===== config.mk =====
export PLATFORM = sky130hd
export DESIGN_NAME = lvlirq_bank
export DESIGN_NICKNAME = d
export VERILOG_FILES = /design/src/rtl/lvlirq_pkg.sv /design/src/rtl/lvlirq_tick.sv /design/src/rtl/lvlirq_filter.sv /design/src/rtl/lvlirq_regfile.sv /design/src/rtl/lvlirq_bank.sv
export SDC_FILE = /design/constraint.sdc
export NUM_CORES = 1
export LEC_CHECK = 0
export ABC_AREA = 0
export BUFFER_PORTS_ARGS = -buffer_cell sky130_fd_sc_hd__buf_2
export CAP_MARGIN = 20
export CORE_ASPECT_RATIO = 1.5
export CORE_MARGIN = 4
export CORE_UTILIZATION = 40
export CTS_BUF_LIST = sky130_fd_sc_hd__clkbuf_16
export CTS_CLUSTER_DIAMETER = 50
export DETAILED_ROUTE_END_ITERATION = 7
export PLACE_DENSITY = 0.59
export SLEW_MARGIN = 10
export SYNTH_ARGS = -nofsm -noshare
export SYNTH_HDL_FRONTEND = slang
export SYNTH_SLANG_ARGS = --single-unit

===== constraint.sdc =====
create_clock -name clk -period 9 [get_ports clk]
set_input_delay 1.8 -clock clk [delete_from_list [all_inputs] [get_ports clk]]
set_output_delay 1.8 -clock clk [all_outputs]
set_load 0.005 [all_outputs]

===== src/rtl/lvlirq_pkg.sv =====
package lvlirq_pkg;

    // bank geometry
    localparam int unsigned NCH    = 8;
    localparam int unsigned DBW    = 12;
    localparam int unsigned AW     = 8;
    localparam int unsigned DW     = 32;
    localparam int unsigned STRIDE = 4;

    localparam logic [AW-1:0] CTRL_BASE = 8'h40;

    typedef logic [NCH-1:0] chvec_t;
    typedef logic [DBW-1:0] dbcnt_t;

    // register offsets; software decodes these
    typedef enum logic [AW-1:0] {
        RA_DATA  = 8'h00,
        RA_INUSE = 8'h04,
        RA_POL   = 8'h14,
        RA_IEN   = 8'h18,
        RA_RAW   = 8'h1C,
        RA_MSK   = 8'h20,
        RA_CLR   = 8'h24,
        RA_ARM   = 8'h28
    } reg_off_e;

    // per-channel control and status, one bit per channel in each field
    typedef struct packed {
        chvec_t inuse;
        chvec_t pol;
        chvec_t ien;
        chvec_t arm;
        chvec_t raw;
    } bank_state_t;

    typedef struct packed {
        logic          we;
        logic [AW-1:0] addr;
        logic [DW-1:0] wdata;
    } bus_req_t;

    function automatic logic [AW-1:0] ctrl_addr(input int unsigned ch);
        return CTRL_BASE + AW'(STRIDE * ch);
    endfunction

    function automatic dbcnt_t eff_limit(input dbcnt_t lim);
        return (lim == '0) ? dbcnt_t'(1) : lim;
    endfunction

    function automatic logic [DW-1:0] widen_vec(input chvec_t v);
        return DW'(v);
    endfunction

endpackage


===== src/rtl/lvlirq_tick.sv =====
module lvlirq_tick #(
    parameter int unsigned TICK_DIV = 50000
) (
    input  logic clk,
    input  logic rst,
    output logic tick_o
);

    generate
        if (TICK_DIV <= 1) begin : g_every
            always_ff @(posedge clk) begin
                if (rst) tick_o <= 1'b0;
                else     tick_o <= 1'b1;
            end
        end else begin : g_div
            localparam int unsigned CW = $clog2(TICK_DIV);
            localparam logic [CW-1:0] LAST = CW'(TICK_DIV - 1);
            logic [CW-1:0] cnt_q;

            always_ff @(posedge clk) begin
                if (rst) begin
                    cnt_q  <= '0;
                    tick_o <= 1'b0;
                end else if (cnt_q == LAST) begin
                    cnt_q  <= '0;
                    tick_o <= 1'b1;
                end else begin
                    cnt_q  <= cnt_q + 1'b1;
                    tick_o <= 1'b0;
                end
            end
        end
    endgenerate

endmodule


===== src/rtl/lvlirq_filter.sv =====
module lvlirq_filter
    import lvlirq_pkg::*;
#(
    parameter int unsigned SYNC_STAGES = 2
) (
    input  logic   clk,
    input  logic   rst,
    input  logic   tick_i,
    input  logic   pin_i,
    input  dbcnt_t limit_i,
    output logic   level_o
);

    logic [SYNC_STAGES-1:0] sync_q;
    logic                   sampled;
    logic                   level_q;
    dbcnt_t                 cnt_q;
    logic [DBW:0]           cnt_inc;
    logic                   reached;

    always_ff @(posedge clk) begin
        if (rst) sync_q <= '0;
        else     sync_q <= SYNC_STAGES'({sync_q, pin_i});
    end

    assign sampled = sync_q[SYNC_STAGES-1];
    assign cnt_inc = {1'b0, cnt_q} + 1'b1;
    assign reached = cnt_inc >= {1'b0, eff_limit(limit_i)};

    // count ticks while the sample disagrees; any agreement restarts
    always_ff @(posedge clk) begin
        if (rst) begin
            level_q <= 1'b0;
            cnt_q   <= '0;
        end else if (sampled == level_q) begin
            cnt_q <= '0;
        end else if (tick_i) begin
            if (reached) begin
                level_q <= sampled;
                cnt_q   <= '0;
            end else begin
                cnt_q <= cnt_inc[DBW-1:0];
            end
        end
    end

    assign level_o = level_q;

endmodule


===== src/rtl/lvlirq_regfile.sv =====
module lvlirq_regfile
    import lvlirq_pkg::*;
(
    input  logic                   clk,
    input  logic                   rst,
    input  bus_req_t               req,
    input  chvec_t                 level_i,
    output logic [DW-1:0]          rdata_o,
    output logic                   irq_o,
    output bank_state_t            st_o,
    output logic [NCH-1:0][DBW-1:0] limit_o
);

    bank_state_t             st_q;
    bank_state_t             st_d;
    logic [NCH-1:0][DBW-1:0] limit_q;
    chvec_t                  wvec;
    chvec_t                  match;
    chvec_t                  fire;
    chvec_t                  clr_bits;
    chvec_t                  drop;
    logic                    hit_inuse, hit_pol, hit_ien, hit_arm, hit_clr;
    logic                    wdata_unused;

    assign wvec      = req.wdata[NCH-1:0];
    assign hit_inuse = req.we && (req.addr == RA_INUSE);
    assign hit_pol   = req.we && (req.addr == RA_POL);
    assign hit_ien   = req.we && (req.addr == RA_IEN);
    assign hit_arm   = req.we && (req.addr == RA_ARM);
    assign hit_clr   = req.we && (req.addr == RA_CLR);

    assign wdata_unused = ^req.wdata[DW-1:DBW];

    always_comb begin
        match    = ~(level_i ^ st_q.pol);
        fire     = st_q.arm & st_q.inuse & match;
        clr_bits = hit_clr ? wvec : '0;
        drop     = hit_ien ? (st_q.ien & ~wvec) : '0;

        st_d = st_q;
        if (hit_inuse) st_d.inuse = wvec;
        if (hit_pol)   st_d.pol   = wvec;
        if (hit_ien)   st_d.ien   = wvec;
        // software arm write wins over the hardware disarm of the same cycle
        st_d.arm = (hit_arm ? wvec : (st_q.arm & ~fire)) & ~drop;
        // a new fire outranks a clear landing in the same cycle
        st_d.raw = (st_q.raw & ~clr_bits) | fire;
    end

    always_ff @(posedge clk) begin
        if (rst) st_q <= '0;
        else     st_q <= st_d;
    end

    always_ff @(posedge clk) begin
        if (rst) begin
            limit_q <= '0;
        end else if (req.we) begin
            for (int ch = 0; ch < NCH; ch++) begin
                if (req.addr == ctrl_addr(ch)) limit_q[ch] <= req.wdata[DBW-1:0];
            end
        end
    end

    always_comb begin
        rdata_o = '0;
        case (req.addr)
            RA_DATA:  rdata_o = widen_vec(level_i & st_q.inuse);
            RA_INUSE: rdata_o = widen_vec(st_q.inuse);
            RA_POL:   rdata_o = widen_vec(st_q.pol);
            RA_IEN:   rdata_o = widen_vec(st_q.ien);
            RA_RAW:   rdata_o = widen_vec(st_q.raw);
            RA_MSK:   rdata_o = widen_vec(st_q.raw & st_q.ien);
            RA_ARM:   rdata_o = widen_vec(st_q.arm);
            default: begin
                for (int ch = 0; ch < NCH; ch++) begin
                    if (req.addr == ctrl_addr(ch)) rdata_o = DW'(limit_q[ch]);
                end
            end
        endcase
    end

    assign irq_o   = |(st_q.raw & st_q.ien);
    assign st_o    = st_q;
    assign limit_o = limit_q;

endmodule


===== src/rtl/lvlirq_bank.sv =====
module lvlirq_bank
    import lvlirq_pkg::*;
#(
    parameter int unsigned TICK_DIV    = 50000,
    parameter int unsigned SYNC_STAGES = 2
) (
    input  logic          clk,
    input  logic          rst,
    input  logic          reg_we,
    input  logic [AW-1:0] reg_addr,
    input  logic [DW-1:0] reg_wdata,
    output logic [DW-1:0] reg_rdata,
    input  logic [NCH-1:0] pin_in,
    output logic          irq_o
);

    bus_req_t                req_w;
    logic                    tick_w;
    chvec_t                  level_w;
    bank_state_t             st_w;
    logic [NCH-1:0][DBW-1:0] limit_w;

    assign req_w = '{we: reg_we, addr: reg_addr, wdata: reg_wdata};

    lvlirq_tick #(
        .TICK_DIV (TICK_DIV)
    ) u_tick (
        .clk    (clk),
        .rst    (rst),
        .tick_o (tick_w)
    );

    generate
        for (genvar ch = 0; ch < NCH; ch++) begin : g_chan
            lvlirq_filter #(
                .SYNC_STAGES (SYNC_STAGES)
            ) u_filt (
                .clk     (clk),
                .rst     (rst),
                .tick_i  (tick_w),
                .pin_i   (pin_in[ch]),
                .limit_i (limit_w[ch]),
                .level_o (level_w[ch])
            );
        end
    endgenerate

    lvlirq_regfile u_regs (
        .clk     (clk),
        .rst     (rst),
        .req     (req_w),
        .level_i (level_w),
        .rdata_o (reg_rdata),
        .irq_o   (irq_o),
        .st_o    (st_w),
        .limit_o (limit_w)
    );

endmodule


* Word-level counts from Yosys, hierarchy flattened
Index checks and enable logic that the tools add are counted.
Cells by class: add/subtract/negate cells 9, $lt $le $gt $ge 8, equality and inequality tests 24, multiplexer cells 29, bitwise gates (word level) 23, reductions and logical operators 40
Operators with widths (number):
- 12-bit 2-to-1 mux | 24
- 32-bit one-hot mux with 7 select lines | 1
- 12-bit by 1-bit adder with 13-bit output, second input constant | 8
- 13-bit by 12-bit greater-or-equal comparator with 1-bit output | 8
- 12-bit zero test | 8
- 8-bit bitwise AND | 8
- 8-bit by 7-bit equality test with 1-bit output, second input constant | 8
- 8-bit inverter | 5
- 8-bit by 5-bit equality test with 1-bit output, second input constant | 3
- 8-bit by 6-bit equality test with 1-bit output, second input constant | 3
- 8-bit 2-to-1 mux | 3
- 3-bit AND reduction | 8
- 2-bit OR reduction | 9
- 16-bit by 1-bit adder with 16-bit output, second input constant | 1
- 16-bit equality test, second input constant | 1
- 2-bit AND reduction | 8
- 1-bit equality test | 8
- 8-bit by 3-bit equality test with 1-bit output, second input constant | 1
- 8-bit zero test | 1
- 1-bit inverter | 8
- 8-bit OR | 1
- 8-bit OR reduction | 1
- 8-bit XOR | 1
- 1-bit logical AND | 5
- 1-bit 2-to-1 mux | 1
Storage, ports and cells: register bits 273, output and inout bits 33, logic and storage cells 172

* Depth between registers and ports, before layout
Gate-level depths: netlist of the first run.
word-level depth 10, gate-level depth with buffers 14

* Cells and area by module
A second synthesis of the first run with hierarchy kept.
Second synthesis, totals: cell total of the unflattened synthesis 2021, area, all modules 17012.6 µm²
Modules (own cells, without submodules):
- lvlirq_filter | times used 8, cells each 141, area each 1166.1 µm², seq. area each 300.3 µm²
- lvlirq_regfile | times used 1, cells each 811, area each 6886.6 µm², seq. area each 2722.6 µm²
- lvlirq_tick | times used 1, cells each 82, area each 797.0 µm², seq. area each 340.3 µm²

* Least setup slack after synthesis of the first run
OpenSTA, ideal clock, no wires.
path type in2out, start point input port reg_addr[5], end point output port reg_rdata[2], arrival time 3.246 ns, path slack 3.954 ns, stages on the path 8, cells stage by stage clkbuf_1 > or4b_1 > nor2_1 > buf_4 > o221ai_1 > o22ai_1 > o2111ai_1 > nand2_1
Between the ends: word-level cells in the longest chain between the ends 10, elaborated cells on any way between the ends 24, those cells by class 14 x eq/ne; 9 x mux; 1 x reduce/logical
RTL lines:
- start: declaration | line lvlirq_bank.sv:10 | input logic [AW-1:0] reg_addr,
- 8-bit by 7-bit equality test with 1-bit output | line lvlirq_regfile.sv:77 | if (req.addr == ctrl_addr(ch)) rdata_o = DW'(limit_q[ch]);
- 12-bit 2-to-1 mux (8 in a row) | line lvlirq_regfile.sv:77
- 32-bit one-hot mux with 7 select lines * | line lvlirq_regfile.sv:67 | case (req.addr)
- end: declaration | line lvlirq_bank.sv:12 | output logic [DW-1:0] reg_rdata,
Every way passes the cells marked *; elsewhere a longest branch is shown, timed or not.

* Worst setup path in the final report of the first run
start point input port reg_addr[1], end point output port reg_rdata[5]
The elaborated chain is that of the path after synthesis.

==> results of run 1 <==
==> layout make-up <==
type	count	share of cell area (%)
clock buffer	29	4.121
clock inverter	24	1.066
inverter	123	2.622
multi-input combinational	1576	55.47
sequential	273	31.05
tap	506	3.596
timing repair buffer	63	2.082
==> layer usage <==
layer  vias to the layer above  routed length (um)
met5                         -                   0
met4                         0                2503
met3                       118                2104
met2                       426               24150
met1                      7122               19760
li1                       7320                   -
==> stage by stage <==
step | worst slack, ns | total power (uW) | util (%) | hold WS, ns | cell area (um^2)
2_1_floorplan | 3.954 | 1316 | - | 0.4138 | 16360
3_3_place_gp | 2.830 | 1345 | 41.48 | 0.4253 | 16680
3_5_place_dp | 2.780 | 1347 | 41.52 | 0.4204 | 16690
4_1_cts | 2.786 | 2525 | 43.79 | 0.4349 | 17600
5_1_grt | 2.676 | 2578 | 43.80 | 0.4505 | 17610
6_report | 2.669 | 2502 | 43.80 | 0.4343 | 17610
==> how the worst min path moves through the flow <==
stage | end | cells past startpoint | from
3_5_place_dp | g_chan[4].u_filt.sync_q[1] | 1 | g_chan[4].u_filt.sync_q[0]
3_3_place_gp | g_chan[4].u_filt.sync_q[1] | 1 | g_chan[4].u_filt.sync_q[0]
6_report | g_chan[4].u_filt.sync_q[1] | 1 | g_chan[4].u_filt.sync_q[0]
2_1_floorplan | g_chan[0].u_filt.sync_q[1] | 1 | g_chan[0].u_filt.sync_q[0]
5_1_grt | g_chan[2].u_filt.sync_q[1] | 1 | g_chan[2].u_filt.sync_q[0]
4_1_cts | g_chan[4].u_filt.sync_q[1] | 1 | g_chan[4].u_filt.sync_q[0]
==> where the power goes <==
group          leakage, uW  internal (uW)  switching, uW
Combinational      0.00370           25.5           79.8
Clock             0.000473            669            511
Sequential         0.00220           1210           3.80
Total              0.00637           1910            594
==> critical path, delay by kind of cell <==
family / cells / cell delay (ns)
compound gates: 2 / 0.59
simple gates: 4 / 1.86
buf+inv: 2 / 0.28
==> cell families (layout without fill, tap and decap cells) <==
kind of cell | Yosys count | count (layout) | synth area share [%]
adder cells (fa/ha/maj) | 105 | 105 | 8.065
buffers and inverters | 271 | 239 | 6.966
other | 1 | 20 | 0.02302
XOR/XNOR | 95 | 95 | 5.108
AND/OR/NAND/NOR | 828 | 828 | 24.35
flip-flops | 273 | 273 | 33.55
multiplexers | 43 | 43 | 2.688
AO/OA/AOI/OAI | 485 | 485 | 19.25
==> cells in the final DEF, fill, tap and decap left out, types with 34 or more instances in the layout <==
| cell | Yosys | final |
|---|---|---|
| nand4_1 | 34 | 34 |
| and3_1 | 37 | 37 |
| nor3_1 | 41 | 40 |
| ha_1 | 105 | 105 |
| nand3_1 | 148 | 148 |
| dfxtp_1 | 273 | 272 |
| nand2_1 | 295 | 295 |
| o21ai_0 | 64 | 64 |
| buf_2 | 25 | 44 |
| a21oi_1 | 193 | 193 |
| o22ai_1 | 35 | 35 |
| nor2_1 | 134 | 134 |
| inv_1 | 123 | 130 |
| xnor2_1 | 63 | 63 |
| mux2i_1 | 37 | 37 |
==> flip-flops by register name, indices dropped and copies added (netlist names) <==
name,count
u_regs.limit_o,96
u_tick.g_div.cnt_q,16
u_tick.tick_o,1
g_chan.u_filt.level_o,8
u_regs.st_o,40
g_chan.u_filt.cnt_q,96
g_chan.u_filt.sync_q,16
==> metrics list, run 1 <==
- During placement, the flow inserted port buffers numbering 43.
- Global routing consumed, on the met2 layer, 38.16% of the routing resources.
- Clock slew at the register clock pins of the worst setup and hold paths: 0.06 ns
- Drt initial violations: 1,084
- Post-CTS timing repair inserted 0 buffers for setup.
* Count of final hold-check violations: 0
- CP Data Arrival Time: 4.53 ns
* Cell-by-cell listing of the critical path: buf_2, nor2_1, nand3_1, nor2_1, a21oi_1, o221ai_1, nand4_1, buf_2
- Across all layers, the routed design uses 14,990 vias.
- Fmax: 0.1579 GHz
- Number of detailed-routing iterations run before antenna repair: 6
- Die boundary width: 172.8 um
- Area growth from synthesis to final layout: 8.087%
* Synth unique cells: 74
* Hold buffer count at cts: 0
- Of all flip-flops after synthesis, the portion carrying an async set or reset was 0%.
* Vias in the first global route: 14,280
* Cell row count: 90
- IR drop worst, VDD: 0.0001473 V
- The root buffer cell chosen for the clock tree is clkbuf_16.
- After technology mapping, the gate count stands at 2,101.
- The post-route netlist has 7.040% of its cells at a drive strength greater than 1.
* Per-cell via count in the routed design: 5.777
* Sum of negative setup slack: 0 ns
* Launching element type of the critical path: input pin
- Area of the die: 44,090 um^2
- Largest net degree at the start of global routing: 77
- Top cells by instance count after synthesis: nand2_1, dfxtp_1, a21oi_1
- 84 I/O pins were placed.
- CP Max Fanout: 16
- H-tree levels: 1
- 0 antenna diodes ended up in the layout.
- The later pin in the worst-skew pair is clocked with a latency of 0.56 ns.
- In this run the worst setup path terminates at reg_rdata[5].
- Slowest cell on the critical path: nor2_1
- The filler cells instantiated in the layout total 4,024.
- The detail route stage leaves a number of antenna-violating nets equal to 0.
- Number of synthesis warnings: 0
* First-pass GRT wire length: 76,130 um
- In the synthesized netlist the dominant register cell turns out to be dfxtp_1.
- Detailed placement ended at an HPWL of 34,970 um.
* Combined global-route utilization of all metal layers: 20.98%
- Summed over all cells, the static leakage comes to 0.006371 uW.
- Post-route DRC: 0
- The synthesized netlist occupies a cell area of 16,290 um^2.
- The layer flagged by global routing as most heavily used is met2.
- Area of all sequential standard cells: 5466 um^2
- Of the synthesized area, sequential elements account for 33.55%.
- Clock buffers created by TritonCTS: 29
- In the post-synthesis netlist, the biggest area contributors are dfxtp_1, ha_1, nand2_1, a21oi_1, nand3_1.
* R2R depth: 12
- Between clock sinks in the finished design, the worst skew comes to 0.01301 ns.
* Most common cell in the netlist: nand2_1
- Counting flops with a built-in enable in the synthesized netlist gives 0.
- Die extent in y: 255.2 um
* Met1 capacity usage during global routing: 24.55%
- Initial standard-cell utilization of the core: 40.52%
- Setup crit start: reg_addr[1]
* Max Buffers Root-to-Sink: 3
- Slew at the pin with the worst max-slew slack: 1.197 ns
* Post-Route WL: 48,520 um
* Share of the clock period used by the worst path: 70.35%
- The final number of max-transition violations was 0.
* Area share of the leading cell type in the synthesized netlist: 33.55%
- Delay of the slowest cell on the worst path: 1.01 ns
* Max-cap viol count: 0
- # clock sinks: 273
- In this run, placement finished with an instance count of 2,540.
- Setup repair after global routing missed its margin: false
* Run status: completed
* Final number of setup-violating endpoints: 0
- Critical path capture point type: primary output
- In this run the mean area of a mapped cell was 7.754 um^2.
- Tightest slew margin relative to the limit: 19.89%
* WP data required: 7.20 ns
- Worst Hold Class: reg2reg
- Register-to-register setup slack: 5.10 ns
- Antenna violations before repair: 0
* Met3 global-route usage: 2.290%
- Standard cell core area: 40,200 um^2
- The setup path with the least slack is of type in2out.
- Final min period: 6.331 ns
- After clock tree synthesis, the repair step resized 0 gates.
- Fin nets: 2,222
* Largest area contributor in the synthesized netlist: dfxtp_1
* GRT overflow: 0
* PwrDens: 142.1 nW/um^2
- The endpoint identified for the worst register-to-register timing path is g_chan[1].u_filt.cnt_q[4].
- Routability-driven placement finished with a final weighted congestion of 0.9267.
- Final routed wire length divided by cell count: 18.71 um
* Number of storage elements in the synthesis netlist: 273
- Combined area of the multi-input logic cells: 9767 um^2
- Worst flop-to-flop path startpoint: g_chan[1].u_filt.cnt_q[2]
- TritonCTS built the clock tree.
- The finished layout holds 2,594 standard cells, fillers aside.
Note: power is estimated with default switching activity, not from simulation.
==> inputs of run 2 (changes only) <==
==> constraint.sdc (replaced) <==
create_clock -name clk -period 6.2 [get_ports clk]
set_input_delay 1.24 -clock clk [delete_from_list [all_inputs] [get_ports clk]]
set_output_delay 1.24 -clock clk [all_outputs]
set_load 0.005 [all_outputs]
==> run 2 against run 1 <==
Against the previous run: clock-buffer cell count grew 2; first-iteration DRC count grew 0.46%; via count grew 0.16%; highest routed layer unchanged; clock skew grew 0.0050 ns; flip-flop and latch count is the same; non-clock buffer count grew 4; register-to-register slack lost 2.7 ns; worst setup slack lost 1.4 ns; die area is the same; global-route usage grew 0.29 points.
==> metrics list, run 2 (synthesized netlist as in run 1, its figures left out) <==
- The flow ran to the end, and the final reports show no timing, DRC or antenna violations.
* Total half-perimeter wirelength after legalization and detailed placement: 35,540 um (+1.6%)
- The cell area after placement came to 16,720 um^2 (+0.18%).
- In this run the worst hold path is classified as reg2reg.
- Antenna Violating Nets Remaining: 0 (unchanged)
- The post-route setup TNS was 0 ns (unchanged).
- Clock buffers created by TritonCTS: 30 (+3.4%)
- Clock slew at the register clock pins of the worst setup and hold paths: 0.06 ns (about the same)
- Number of max-slew violations in the final report: 0 (unchanged)
* Design Area, Final: 17,730 um^2 (+0.68%)
- Switching part of the total: 23.71% (-0.043 points)
* Insertion delay of the later-clocked pin in the worst-skew pair: 0.57 ns (about the same)
* Category of the critical setup timing path: in2out
- Area growth from synthesis to final layout: 8.817%
- Tightest slew margin relative to the limit: 32.39% (+12 points)
- Routed vias: 15,010 (+0.16%)
- The vias per cell came to 5.775 (about the same).
- The antenna cell count came to 0 (unchanged).
- The critical path required time was 4.96 ns (-2.24 ns).
- Post-placement cell count: 2,544 (+0.16%)
* Share of the clock period used by the worst path: 79.69%
* Power, Total: 3762 uW (+50%)
- Post-Route WL: 48,700 um (+0.36%)
* IR drop worst, VDD: 0.0002112 V (+43%)
- Most common library cell in the layout ignoring fill and taps: nand2_1
- # clock sinks: 273 (unchanged)
- Final min period: 4.941 ns
* Proportion of layout cells with a drive suffix above 1: 7.597% (+0.56 points)
- Initial standard-cell utilization of the core: 40.52% (unchanged)
* I/O pin total: 84 (unchanged)
* GRT overflow: 0 (unchanged)
* Vias in the first global route: 14,320 (+0.32%)
* Final Non-Filler Cells: 2,599 (+0.19%)
- Post-CTS setup buffers: 0 (unchanged)
- The total internal power is 2870 uW (+50%).
- The die outline area came to 44,090 um^2 (unchanged).
- The cts-stage hold buffer count is 0 (unchanged).
- The global-route total usage across every layer is 21.27% (+0.29 points).
- The die width came to 172.8 um (unchanged).
- The maximum net fanout on the critical path was 12 (-4).
- The number of max-capacitance violations reported is 0 (unchanged).
* Top library cells by usage in the layout, fill and taps aside: nand2_1, dfxtp_1, a21oi_1, nand3_1, nor2_1
* Reported net switching power: 892.0 uW (+50%)
- STA classifies the critical path startpoint as an input pin.
- The number of iterations in the first detailed-routing pass is 5 (-1).
- Die extent in y: 255.2 um (unchanged)
- The initial antenna violation count is 0 (unchanged).
- The net count reported at finish came to 2,227 (+0.23%).
- Critical path capture point type: primary output
* Register-to-register setup slack: 2.40 ns (-2.70 ns)
* Count of final hold-check violations: 0 (unchanged)
* Routability congestion estimate: 0.9292 (+0.27%)
* PwrDens: 212.2 nW/um^2 (+49%)
* CTS root buffer: clkbuf_16
- Cell row count: 90 (unchanged)
* H-tree levels: 1 (unchanged)
- The deepest clock path buffer count was 3 (unchanged).
- Post-CTS sizing: 0 (unchanged)
* Clock tree from TritonCTS: built
* CP Data Arrival Time: 3.70 ns (-0.83 ns)
* Number of buffers added on ports: 43 (unchanged)
* Final number of setup-violating endpoints: 0 (unchanged)
* Clk pwr share: 48.9% (+1.7 points)
- The residual DRC count was 0 (unchanged).
- Largest net degree at the start of global routing: 59 (-23%)
* Final routed wire length divided by cell count: 18.74 um (+0.17%)
- Standard cell core area: 40,200 um^2 (unchanged)
- The stage delay of the slowest cell on the critical path is 0.66 ns (-0.35 ns).
- The slowest stage of the critical path belongs to the cell nor2_1.
* Cell with the most instances on the worst path: buf_2
- Portion of total power attributed to sequential cells: 47.0% (-1.6 points)
- First-pass GRT wire length: 77,100 um (+1.3%)
- Largest clock skew in the final design: 0.01797 ns (+0.004956 ns)
* Setup repair after global routing missed its margin: false
- The slew at the pin with the worst max-slew slack came to 1.012 ns (-0.1851 ns).
* Cell-by-cell listing of the critical path: buf_2, or4b_1, nor2_1, o21ai_0, o22ai_1, o221ai_1, o2111ai_1, buf_2
- The number of fill cells in the layout was 3,962 (-1.5%).
* Pleak: 0.006424 uW (+0.83%)
- The portion of total power attributed to combinational logic came to 4.1% (about the same).
- The first-iteration detailed-routing DRC count is 1,089 (+0.46%).
- Based on the critical path, the design can be clocked at up to 0.2024 GHz.
## run 2: worst max-delay path, delay by kind of cell
family | cells | cell delay [ns]
AND/OR/NAND/NOR | 2 | 1.25
AO/OA/AOI/OAI | 4 | 0.91
buffers and inverters | 2 | 0.30
## run 2: power groups by stage
stage	clock [uW]	sequential [uW]	combinational, uW
6_report	1840	1770	154
3_5_place_dp	0	1810	150
4_1_cts	1890	1770	150
5_1_grt	1940	1770	164
3_3_place_gp	0	1810	148
2_1_floorplan	0	1800	106
## run 2: per-stage QoR
step / hold slack [ns] / setup WS (ns) / util [%]
detailed placement: 0.4245 / 1.297 / 41.59
CTS: 0.4386 / 1.286 / 44.08
finish: 0.4385 / 1.259 / 44.10
floorplan: 0.4138 / 2.274 / -
global route: 0.4635 / 1.152 / 44.10
global placement: 0.4239 / 1.346 / 41.58
## run 2: final timing paths
| path | startpoint | endpoint | cells after the start |
|---|---|---|---|
| worst max-delay path | reg_addr[4] | reg_rdata[6] | 8 |
| worst min-delay path | g_chan[5].u_filt.sync_q[0] | g_chan[5].u_filt.sync_q[1] | 1 |
| worst max register to register | g_chan[3].u_filt.cnt_q[0] | g_chan[3].u_filt.cnt_q[4] | 13 |
| worst min register to register | g_chan[5].u_filt.sync_q[0] | g_chan[5].u_filt.sync_q[1] | 1 |
## run 2: per-layer routing
| layer | vias up | part of all wire (%) | GRT usage, % |
|---|---|---|---|
| li1 | 7337 | - | - |
| met2 | 459 | 51 | 39.72 |
| met3 | 123 | 5.1 | 2.438 |
| met4 | 0 | 4.7 | 9.699 |
| met5 | - | 0 | 0 |
| met1 | 7091 | 39 | 24.46 |
## run 2: cell type report
cell class / count / area [um^2] / area share [%]
Multi-Input combinational cell: 1576 / 9767 / 55.10
Timing Repair Buffer: 67 / 399.1 / 2.252
Clock buffer: 31 / 775.7 / 4.376
Clock inverter: 23 / 224.0 / 1.263
Sequential cell: 273 / 5466 / 30.84
Inverter: 123 / 461.7 / 2.604
Tap cell: 506 / 633.1 / 3.571
